**src/rtl/txg_pkg.sv**
```systemverilog
package txg_pkg;

    typedef enum logic {
        G_ARMED   = 1'b0,
        G_TRIPPED = 1'b1
    } guard_st_e;

    typedef struct packed {
        logic trip_hit;
        logic rel_hit;
    } guard_evt_t;

    function automatic int unsigned sat_inc(input int unsigned cur, input int unsigned lim);
        return (cur >= lim) ? lim : cur + 1;
    endfunction

endpackage

```
**src/rtl/txg_tick_ctr.sv**
```systemverilog
module txg_tick_ctr #(
    parameter int unsigned LIMIT = 4
) (
    input  logic clk,
    input  logic rst,
    input  logic clear,
    input  logic tick,
    output logic full
);
    import txg_pkg::*;

    localparam int CW = $clog2(LIMIT + 1);
    localparam logic [CW-1:0] LIM_V = CW'(LIMIT);

    logic [CW-1:0] cnt;

    always_ff @(posedge clk) begin
        if (rst || clear) begin
            cnt <= '0;
        end else if (tick) begin
            cnt <= CW'(sat_inc(32'(cnt), LIMIT));
        end
    end

    assign full = (cnt == LIM_V);

    // the count never passes its saturation value
    a_r4_no_overflow: assert property (@(posedge clk) disable iff (rst)
        cnt <= LIM_V);

    // a clear empties the counter by the next edge
    a_r3_clear_empties: assert property (@(posedge clk) disable iff (rst)
        clear |=> (cnt == '0));

endmodule

```
**src/rtl/txg_guard_fsm.sv**
```systemverilog
module txg_guard_fsm (
    input  logic                 clk,
    input  logic                 rst,
    input  logic                 norm_en,
    input  txg_pkg::guard_evt_t  evt,
    output txg_pkg::guard_st_e   st
);
    import txg_pkg::*;

    guard_st_e st_nx;

    always_comb begin
        st_nx = st;
        if (!norm_en) begin
            st_nx = G_ARMED;
        end else begin
            unique case (st)
                G_ARMED:   if (evt.trip_hit) st_nx = G_TRIPPED;
                G_TRIPPED: if (evt.rel_hit)  st_nx = G_ARMED;
                default:   st_nx = G_ARMED;
            endcase
        end
    end

    always_ff @(posedge clk) begin
        if (rst) st <= G_ARMED;
        else     st <= st_nx;
    end

    // leaving the communicating mode clears the trip
    a_r7_off_clears: assert property (@(posedge clk) disable iff (rst)
        !norm_en |=> (st == G_ARMED));

    // a trip holds until release is qualified
    a_r5_hold_trip: assert property (@(posedge clk) disable iff (rst)
        (st == G_TRIPPED && norm_en && !evt.rel_hit) |=> (st == G_TRIPPED));

endmodule

```
**src/rtl/txd_dom_guard.sv**
```systemverilog
module txd_dom_guard #(
    parameter int unsigned TMO_TICKS = 27000,
    parameter int unsigned REL_TICKS = 10
) (
    input  logic clk,
    input  logic rst,
    input  logic tick,
    input  logic norm_en,
    input  logic txd_sync,
    output logic drv_dom,
    output logic tmo_flag,
    output logic txd_level
);
    import txg_pkg::*;

    localparam int unsigned LOW_LIM = TMO_TICKS + 1;
    localparam int unsigned REL_LIM = REL_TICKS + 1;

    guard_st_e  st;
    guard_evt_t evt;
    logic       low_clr;
    logic       hi_clr;

    assign low_clr = !norm_en || txd_sync;
    assign hi_clr  = !norm_en || !txd_sync || (st != G_TRIPPED);

    txg_tick_ctr #(.LIMIT(LOW_LIM)) u_low_ctr (
        .clk   (clk),
        .rst   (rst),
        .clear (low_clr),
        .tick  (tick),
        .full  (evt.trip_hit)
    );

    txg_tick_ctr #(.LIMIT(REL_LIM)) u_rel_ctr (
        .clk   (clk),
        .rst   (rst),
        .clear (hi_clr),
        .tick  (tick),
        .full  (evt.rel_hit)
    );

    txg_guard_fsm u_fsm (
        .clk     (clk),
        .rst     (rst),
        .norm_en (norm_en),
        .evt     (evt),
        .st      (st)
    );

    assign drv_dom   = norm_en && !txd_sync && (st == G_ARMED) && !evt.trip_hit;
    assign tmo_flag  = (st == G_TRIPPED);
    assign txd_level = txd_sync;

    // a high transmit level never drives dominant
    a_r1_high_recessive: assert property (@(posedge clk) disable iff (rst)
        txd_sync |-> !drv_dom);

    // a tripped guard never drives dominant
    a_r2_trip_blocks: assert property (@(posedge clk) disable iff (rst)
        tmo_flag |-> !drv_dom);

    // outside the communicating mode the driver stays recessive
    a_r7_off_recessive: assert property (@(posedge clk) disable iff (rst)
        !norm_en |-> !drv_dom);

    // the raw level is always visible to the mode controller
    a_r6_level_mirror: assert property (@(posedge clk) disable iff (rst)
        txd_level == txd_sync);

endmodule

```
**config.mk**
```make
export PLATFORM = sky130hd
export DESIGN_NAME = txd_dom_guard
export DESIGN_NICKNAME = d
export VERILOG_FILES = /design/src/rtl/txg_pkg.sv /design/src/rtl/txg_tick_ctr.sv /design/src/rtl/txg_guard_fsm.sv /design/src/rtl/txd_dom_guard.sv
export SDC_FILE = /design/constraint.sdc
export NUM_CORES = 1
export LEC_CHECK = 0
export ABC_AREA = 1
export BUFFER_PORTS_ARGS = -buffer_cell sky130_fd_sc_hd__buf_4
export CAP_MARGIN = 25
export CORE_ASPECT_RATIO = 0.8
export CORE_UTILIZATION = 60
export CTS_BUF_LIST = sky130_fd_sc_hd__clkbuf_2 sky130_fd_sc_hd__clkbuf_4 sky130_fd_sc_hd__clkbuf_8
export CTS_CLUSTER_DIAMETER = 40
export DETAILED_ROUTE_END_ITERATION = 7
export PLACE_DENSITY = 0.87
export SLEW_MARGIN = 20
export SYNTH_ARGS = -nofsm -noshare
export SYNTH_HDL_FRONTEND = slang
export SYNTH_SLANG_ARGS = --single-unit
export TNS_END_PERCENT = 10
```
**constraint.sdc**
```tcl
create_clock -name clk -period 2.3 [get_ports clk]
set_input_delay 0.69 -clock clk [delete_from_list [all_inputs] [get_ports clk]]
set_output_delay 0.69 -clock clk [all_outputs]
set_load 0.02 [all_outputs]
```
# [Word level (Yosys, flattened, before mapping)]
# Index checks and enable logic that the tools add are counted.
[totals] register_bits=20 in_bits=5 elab_cells=28
[classes] add_sub_neg=2 order_cmp=2 eq_ne=2 muxes=5 bitwise_logic=2 reduce_logical=12
[op_table] operator="adder 15 x 1 -> 15 bit, second input constant" n=1
[op_table] operator="equality test 15 bit, second input constant" n=1
[op_table] operator=">= comparator 15 bit, second input constant" n=1
[op_table] operator="2-to-1 mux 15 bit" n=1
[op_table] operator="logical OR 1 bit" n=5
[op_table] operator="adder 4 x 1 -> 4 bit, second input constant" n=1
[op_table] operator="equality test 4 bit, second input constant" n=1
[op_table] operator=">= comparator 4 bit, second input constant" n=1
[op_table] operator="2-to-1 mux 4 bit" n=1
[op_table] operator="logical AND 1 bit" n=3
[op_table] operator="zero test 1 bit" n=3
[op_table] operator="2-to-1 mux 1 bit" n=2
[op_table] operator="NOT 1 bit" n=2
[op_table] operator="case mux 1 bit (2 select lines)" n=1
[op_table] operator="OR reduction 2 bit" n=1

# [Logic depth before layout (Yosys ltp)]
# Gate-level depths: netlist (run 1).
[logic_depth] ltp_word=4 depth_mapped=10 mapped_depth_nobuf=10

# [By module]
# Synthesis (run 1) repeated with hierarchy kept, for this count alone.
[unflattened] hier_cells=179 hier_area_um2=1177.4
[by_module_without_submodules] module="txg_tick_ctr at u_low_ctr" n_inst=1 cells_each=137 area_per_inst_um2=908.4 seq_area_each_um2=300.3
[by_module_without_submodules] module="txg_tick_ctr at u_rel_ctr" n_inst=1 cells_each=28 area_per_inst_um2=188.9 seq_area_each_um2=80.1
[by_module_without_submodules] module="txd_dom_guard" n_inst=1 cells_each=8 area_per_inst_um2=40.0 seq_area_each_um2=0.0
[by_module_without_submodules] module="txg_guard_fsm" n_inst=1 cells_each=6 area_per_inst_um2=40.0 seq_area_each_um2=20.0

# [Worst setup path before layout (run 1)]
# OpenSTA, ideal clock, no wires.
[synth_path] path_kind="reg-to-output" from="register u_low_ctr.cnt[1]" to="output port drv_dom" t_arrival_ns=1.258 required_time_ns=1.610 setup_slack_ns=0.352 path_stages_with_launch=8 cell_sequence="dfxtp_1 > inv_1 > ha_1 > nand3_1 > nor2_1 > nand2_1 > nand2_1 > nor3_1"
[synth_via] elab_chain_len=3
[synth_rtl] element="start: declaration" line="txg_tick_ctr.sv:15" source="logic [CW-1:0] cnt;"
[synth_rtl] element="start signal: assignment" line="txg_tick_ctr.sv:21" source="cnt <= CW'(sat_inc(32'(cnt), LIMIT));"
[synth_rtl] element="equality test 15 bit" line="txg_tick_ctr.sv:25" source="assign full = (cnt == LIM_V);"
[synth_rtl] element="zero test 1 bit" line="txd_dom_guard.sv:51" source="assign drv_dom = norm_en && !txd_sync && (st == G_ARMED) && !evt.trip_hit;"
[synth_rtl] element="logical AND 1 bit" line="txd_dom_guard.sv:51"
[synth_rtl] element="end: declaration" line="txd_dom_guard.sv:10" source="output logic drv_dom,"
# No other way between the ends.

# [Worst setup path in the final report (run 1)]
# Same ends and word-level chain as after synthesis.

==> impl_metrics.ini, run 1 <==
[run_status]
outcome = completed

[timing]
setup_tns_ns = 0
fmax_mhz = 468
layout_setup_ws_ns = 0.164
post-route-period-util_pct = 92.9
hold_viol = 0
skew_ns = 0.0110
drv_slew = 0
worst_pin_slew_ns = 0.323
finalCriticalPeriod_ns = 2.14
slew-limit-headroom_pct = 78.3
rsz0062_at_grt = false
finalSetupViolCount = 0

[route]
dr.pass1.iters = 4
antenna_left = 0
drt-vias-per-instance = 5.31
vias = 1015
wl_per_cell_um = 12.0
drc_errors = 0
drt_iter0_markers = 49
wl_mm = 2.28

[logic_synthesis]
synth-seq-cells = 20
synth.most_common_cell = nand2_1
synth_cell_types = 24
syn_nets = 169
yosysTopAreaCellShare_pct = 35.8
yosysWarnings = 0
async_flop_share_pct = 0
synth_area_leaders = dfxtp_1, nand2_1, inv_1, nor2_1, xor2_1
synth-edff-count = 0
yosysTopAreaCell = dfxtp_1
syn_area_um2 = 1120
avgSynthCellArea_um2 = 6.96
yosys-top-cells-count = nand2_1, inv_1, nor2_1, dfxtp_1, nand3_1
synth-main-ff-cell = dfxtp_1
ys_seq_area_share_pct = 35.8
synth_cells = 161

[floorplan]
die_w_um = 50.3
io-pin-count = 8
die_h_um = 40.6
rows = 13
start_util_pct = 66.2
core_um2 = 1690
die_area_um2 = 2040

[final_layout]
drive_above_1_share_pct = 14.8
layout.nets = 178
regArea_um2 = 404
multiInputGateArea_um2 = 613
antenna-diode-count = 0
nFillCells = 148
stdcell_count = 191
synthToLayoutAreaGrowth_pct = 9.27

[placement]
io_buffers = 7
place_ws_ns = 0.450
place.gp.congestion = 0.878
dp_hpwl_mm = 1.71
place_inst = 187

[critical_path]
cp.arrival_ns = 1.45
path_max_fanout = 5
crit_family = simple AND/OR/NAND/NOR gates
endpoint_kind = output pin
crit_required_ns = 1.61
cp_num_buf_inv = 2
critPathMostFrequentCell = nand2_1
critPathSlowestCell = dfxtp_4
worstPathCellList = inv_1 -> ha_1 -> nand3_1 -> nor2_1 -> nand2_1 -> nand2_1 -> nor3_1 -> buf_4
cpPeakStageDelay_ns = 0.38
cp-start-kind = register
critPathKind = reg2out

[global_route]
grt_pass1_vias = 842
grt_use_total_pct = 24.5
antenna_found_initial = 0
grt-ovfl-total = 0
grt_max_degree = 15
grt_pass1_wl_mm = 3.59

[cts]
insertion_delay_ns = 0.31
path_clk_slew_ns = 0.11
postCtsSetupRepairBufs = 0
cts_tree = built
cts_root_buf = clkbuf_4
htree_levels = 1
cts_sinks = 20
numCtsBuffers = 3
clk_path_buf_depth = 2

[pwr]
leakage_nw = 0.489
cellPowerDensity_nw_per_um2 = 479
ir_worst_vdd_v = 0.000354

[worst_hold_path]
hold_path.class = reg2reg

[flow_run]
drv_cap = 0
==> state kept, by name, summed over array words and instances, names as in the netlist <==
name / flops
u_rel_ctr.cnt: 4
u_fsm.st: 1
u_low_ctr.cnt: 15
==> power by group <==
| group | switching (mW) | internal, mW | leakage [nW] |
|---|---|---|---|
| clock network | 0.113 | 0.0966 | 0.0210 |
| registers | 0.00118 | 0.346 | 0.162 |
| logic | 0.0176 | 0.0115 | 0.306 |
| total | 0.131 | 0.454 | 0.489 |
==> final timing paths <==
| path | end | depth (start not counted) | slack [ns] | start |
|---|---|---|---|---|
| max | drv_dom | 8 | 0.16 | u_low_ctr.cnt[1]$_SDFFE_PP0P_ |
| min | u_rel_ctr.cnt[3]$_SDFFE_PP0P_ | 2 | 0.49 | u_rel_ctr.cnt[3]$_SDFFE_PP0P_ |
| max reg2reg | u_low_ctr.cnt[14]$_SDFFE_PP0P_ | 8 | 0.74 | u_low_ctr.cnt[0]$_SDFFE_PP0P_ |
| min reg2reg | u_rel_ctr.cnt[3]$_SDFFE_PP0P_ | 2 | 0.49 | u_rel_ctr.cnt[3]$_SDFFE_PP0P_ |
==> cell families after synthesis <==
group | Yosys count | share of synthesized area, %
buffers and inverters | 27 | 9.50
AOI/OAI and AO/OA | 18 | 9.50
adders and majority gates | 3 | 3.35
and+or+nand+nor | 82 | 33.3
DFF | 20 | 35.8
xor gates and xnor gates | 11 | 8.60
==> metrics by stage <==
stage	utilization (%)	hold WS, ns	total power, mW	cell area, um^2
2_1_floorplan	-	0.456	0.373	1120
3_3_place_gp	70.0	0.466	0.383	1180
3_5_place_dp	70.0	0.479	0.385	1180
4_1_cts	72.1	0.495	0.589	1220
5_1_grt	72.3	0.513	0.603	1220
6_report	72.3	0.494	0.586	1220
==> worst reg2reg max path, delay by kind of cell (launching register included) <==
kind / cells / cell delay (ns)
fa+ha+maj: 1 / 0.23
buf+inv: 1 / 0.03
simple gates: 6 / 0.80
flops: 1 / 0.43
==> routing by layer <==
metal / global-route usage [%] / up-vias / share of wire [%]
met5: 0 / - / 0
met4: 6.25 / 0 / 0.53
met3: 6.67 / 2 / 4.2
met2: 42.0 / 17 / 47
met1: 31.4 / 466 / 49
li1: - / 530 / -
==> cells in the final DEF, fill, tap and decap left out <==
cell type	instances
a21oi_1	9
a31oi_1	2
nand3_1	11
nor2_2	6
inv_1	24
nand2_1	29
o21a_1	1
nor3_1	3
clkbuf_4	3
ha_1	3
a21oi_2	1
nand2_2	4
xor2_1	8
nand4_1	5
clkbuf_8	1
nand2_4	1
a211oi_1	1
xnor2_1	3
or2_2	1
nor2_1	22
dfxtp_4	1
buf_4	7
o311a_1	1
dfxtp_1	19
o21ai_0	3
==> layout make-up <==
| class | count | share of cell area (%) |
|---|---|---|
| Multi-Input combinational cell | 114 | 50.1 |
| Sequential cell | 20 | 33.0 |
| Inverter | 24 | 7.36 |
| Timing Repair Buffer | 7 | 4.29 |
| Clock buffer | 4 | 2.97 |
| Tap cell | 22 | 2.25 |
==> timing repair <==
| item | 4_1_cts | 5_1_grt |
|---|---|---|
| resized for setup | 0 | 2 |
| setup endpoints to repair | 0 | 1 |
| hold buffers | 0 | 0 |
No activity file was read; power rests on OpenSTA's default activity.
==> run 2: changes to the inputs <==
--- a/config.mk
+++ b/config.mk
@@ -16,2 +16,3 @@
 export PLACE_DENSITY = 0.87
+export SETUP_SLACK_MARGIN = 0.2
 export SLEW_MARGIN = 20
--- a/constraint.sdc
+++ b/constraint.sdc
@@ -3,2 +3,2 @@
 set_output_delay 0.69 -clock clk [all_outputs]
-set_load 0.02 [all_outputs]
+set_load 0.01 [all_outputs]
==> run 2 against run 1 <==
  * Global-route usage is 0.60 points higher
  * Critical endpoint unchanged
  * Highest routed layer unchanged
  * Largest cell class unchanged
  * Setup slack better by 0.040 ns
  * Worst hold slack better by 0.0085 ns
  * Clock skew is 0.0061 ns lower
  * Sequential cell count stayed put
==> impl_metrics.ini, run 2 (synthesis gave the netlist of run 1 again) <==
[run_status]
outcome = completed

[placement]
io_buffers = 7
place.gp.congestion = 0.880
place_area_um2 = 1180
place_ws_ns = 0.437
dp_hpwl_mm = 1.66

[pwr]
ir_worst_vdd_v = 0.000372
combinationalPowerShare_pct = 5.2
cellPowerDensity_nw_per_um2 = 462
p_sw_mw = 0.135
pwr-share-seq_pct = 58.7
p_clk_share_pct = 36.0
leakage_nw = 0.510
power.internal_mw = 0.456
p_sw_share_pct = 22.8
power_mw = 0.591

[critical_path]
reg2reg_to = u_low_ctr.cnt[14]$_SDFFE_PP0P_
critPathKind = reg2out
worstPathCellList = inv_2 -> ha_4 -> nand3_2 -> nor2_1 -> nand2_1 -> nand2_2 -> nor3_2 -> buf_4
critPathSlowestCell = dfxtp_2
path_max_fanout = 2
crit_required_ns = 1.61
r2r_slack_ns = 0.66
timing.rr.start = u_low_ctr.cnt[0]$_SDFFE_PP0P_
cp-start-kind = register
cpPeakStageDelay_ns = 0.36
endpoint_kind = output pin
cp.arrival_ns = 1.41
worstRegToRegCells = 10

[timing]
worst_pin_slew_ns = 0.297
layout_setup_ws_ns = 0.204
finalSetupViolCount = 0
fmax_mhz = 477
hold_viol = 0
skew_ns = 0.00497
slew-limit-headroom_pct = 80.2
setup_tns_ns = 0
drv_slew = 0
post-route-period-util_pct = 91.1
finalCriticalPeriod_ns = 2.10
rsz0062_at_grt = true

[global_route]
grt-ovfl-total = 0
grt_use_total_pct = 25.1
grt_pass1_wl_mm = 3.73
grt_pass1_vias = 872
grt_max_degree = 15
antenna_found_initial = 0

[route]
wl_per_cell_um = 12.6
dr.pass1.iters = 4
drc_errors = 0
wl_mm = 2.44
drt_iter0_markers = 69
antenna_left = 0
drt-vias-per-instance = 5.52
vias = 1071

[cts]
clk_path_buf_depth = 2
cts_hold_buffers = 0
insertion_delay_ns = 0.31
numCtsBuffers = 3
path_clk_slew_ns = 0.11
htree_levels = 1
cts_tree = built
cts_root_buf = clkbuf_4
cts_sinks = 20

[final_layout]
drive_above_1_share_pct = 23.3
regArea_um2 = 412
layout.nets = 181
mostFrequentLayoutCell = nand2_1
finalInstanceArea_um2 = 1280
reg_top3 = u_low_ctr.cnt: 15 flops, u_rel_ctr.cnt: 4 flops, u_fsm.st: 1 flops
largest_register_ffs = 15
top_register = u_low_ctr.cnt
synthToLayoutAreaGrowth_pct = 14.2
multiInputGateArea_um2 = 638
antenna-diode-count = 0
nFillCells = 129
final_core_util_pct = 75.6
final_cell_mix = nand2_1, inv_1, nor2_1

[flow_run]
drv_cap = 0

[floorplan]
core_um2 = 1690
die_w_um = 50.3
io-pin-count = 8
die_area_um2 = 2040
rows = 13
start_util_pct = 66.2
die_h_um = 40.6

[worst_hold_path]
min_from = u_rel_ctr.cnt[3]$_SDFFE_PP0P_
hold_path.class = reg2reg
min_path_cells = 2
worstHoldEndpoint = u_rel_ctr.cnt[3]$_SDFFE_PP0P_
==> run 2: worst max path at each step <==
stage / slack [ns] / startpoint / end
after floorplan: 0.55 / u_low_ctr.cnt[1]$_SDFFE_PP0P_ / drv_dom
after global placement: 0.48 / txd_sync / drv_dom
after detailed placement: 0.44 / u_low_ctr.cnt[1]$_SDFFE_PP0P_ / drv_dom
after CTS: 0.20 / u_low_ctr.cnt[0]$_SDFFE_PP0P_ / drv_dom
after global routing: 0.11 / u_low_ctr.cnt[11]$_SDFFE_PP0P_ / drv_dom
final: 0.20 / u_low_ctr.cnt[1]$_SDFFE_PP0P_ / drv_dom
==> run 2: area by class of cell <==
type | instances | area share, %
Timing Repair Buffer | 10 | 5.87
Sequential cell | 20 | 32.2
Inverter | 24 | 7.04
Clock buffer | 4 | 2.84
Multi-Input combinational cell | 114 | 49.9
Tap cell | 22 | 2.15
==> run 2: timing repair <==
action,4_1_cts,5_1_grt
gates resized for setup,4,11
pin swaps,0,4
setup endpoints to repair,1,1
setup buffers,2,1
==> run 2: metrics by stage <==
step	hold slack (ns)	instances
5_1_grt	0.522	194
6_report	0.502	194
3_3_place_gp	0.466	187
4_1_cts	0.502	193
3_5_place_dp	0.487	187
2_1_floorplan	0.456	161
==> run 2: power groups by stage <==
stage	combinational [mW]	sequential [mW]	clock, mW
2_1_floorplan	0.0155	0.356	0
3_3_place_gp	0.0259	0.356	0
3_5_place_dp	0.0271	0.356	0
4_1_cts	0.0298	0.347	0.216
5_1_grt	0.0346	0.347	0.231
6_report	0.0309	0.347	0.213
==> run 2: layer usage <==
| layer | vias up | global-route usage, % | part of all wire (%) |
|---|---|---|---|
| met2 | 40 | 41.7 | 48 |
| li1 | 534 | - | - |
| met4 | 0 | 5.56 | 0.78 |
| met1 | 493 | 33.3 | 44 |
| met3 | 4 | 7.04 | 7.4 |
| met5 | - | 0 | 0 |
==> run 2: worst max-delay path, delay by kind of cell (launching register included) <==
family                     cells  cell delay, ns
DFF                            1            0.36
buffers and inverters          2            0.18
and+or+nand+nor                5            0.42
adders and majority gates      1            0.14
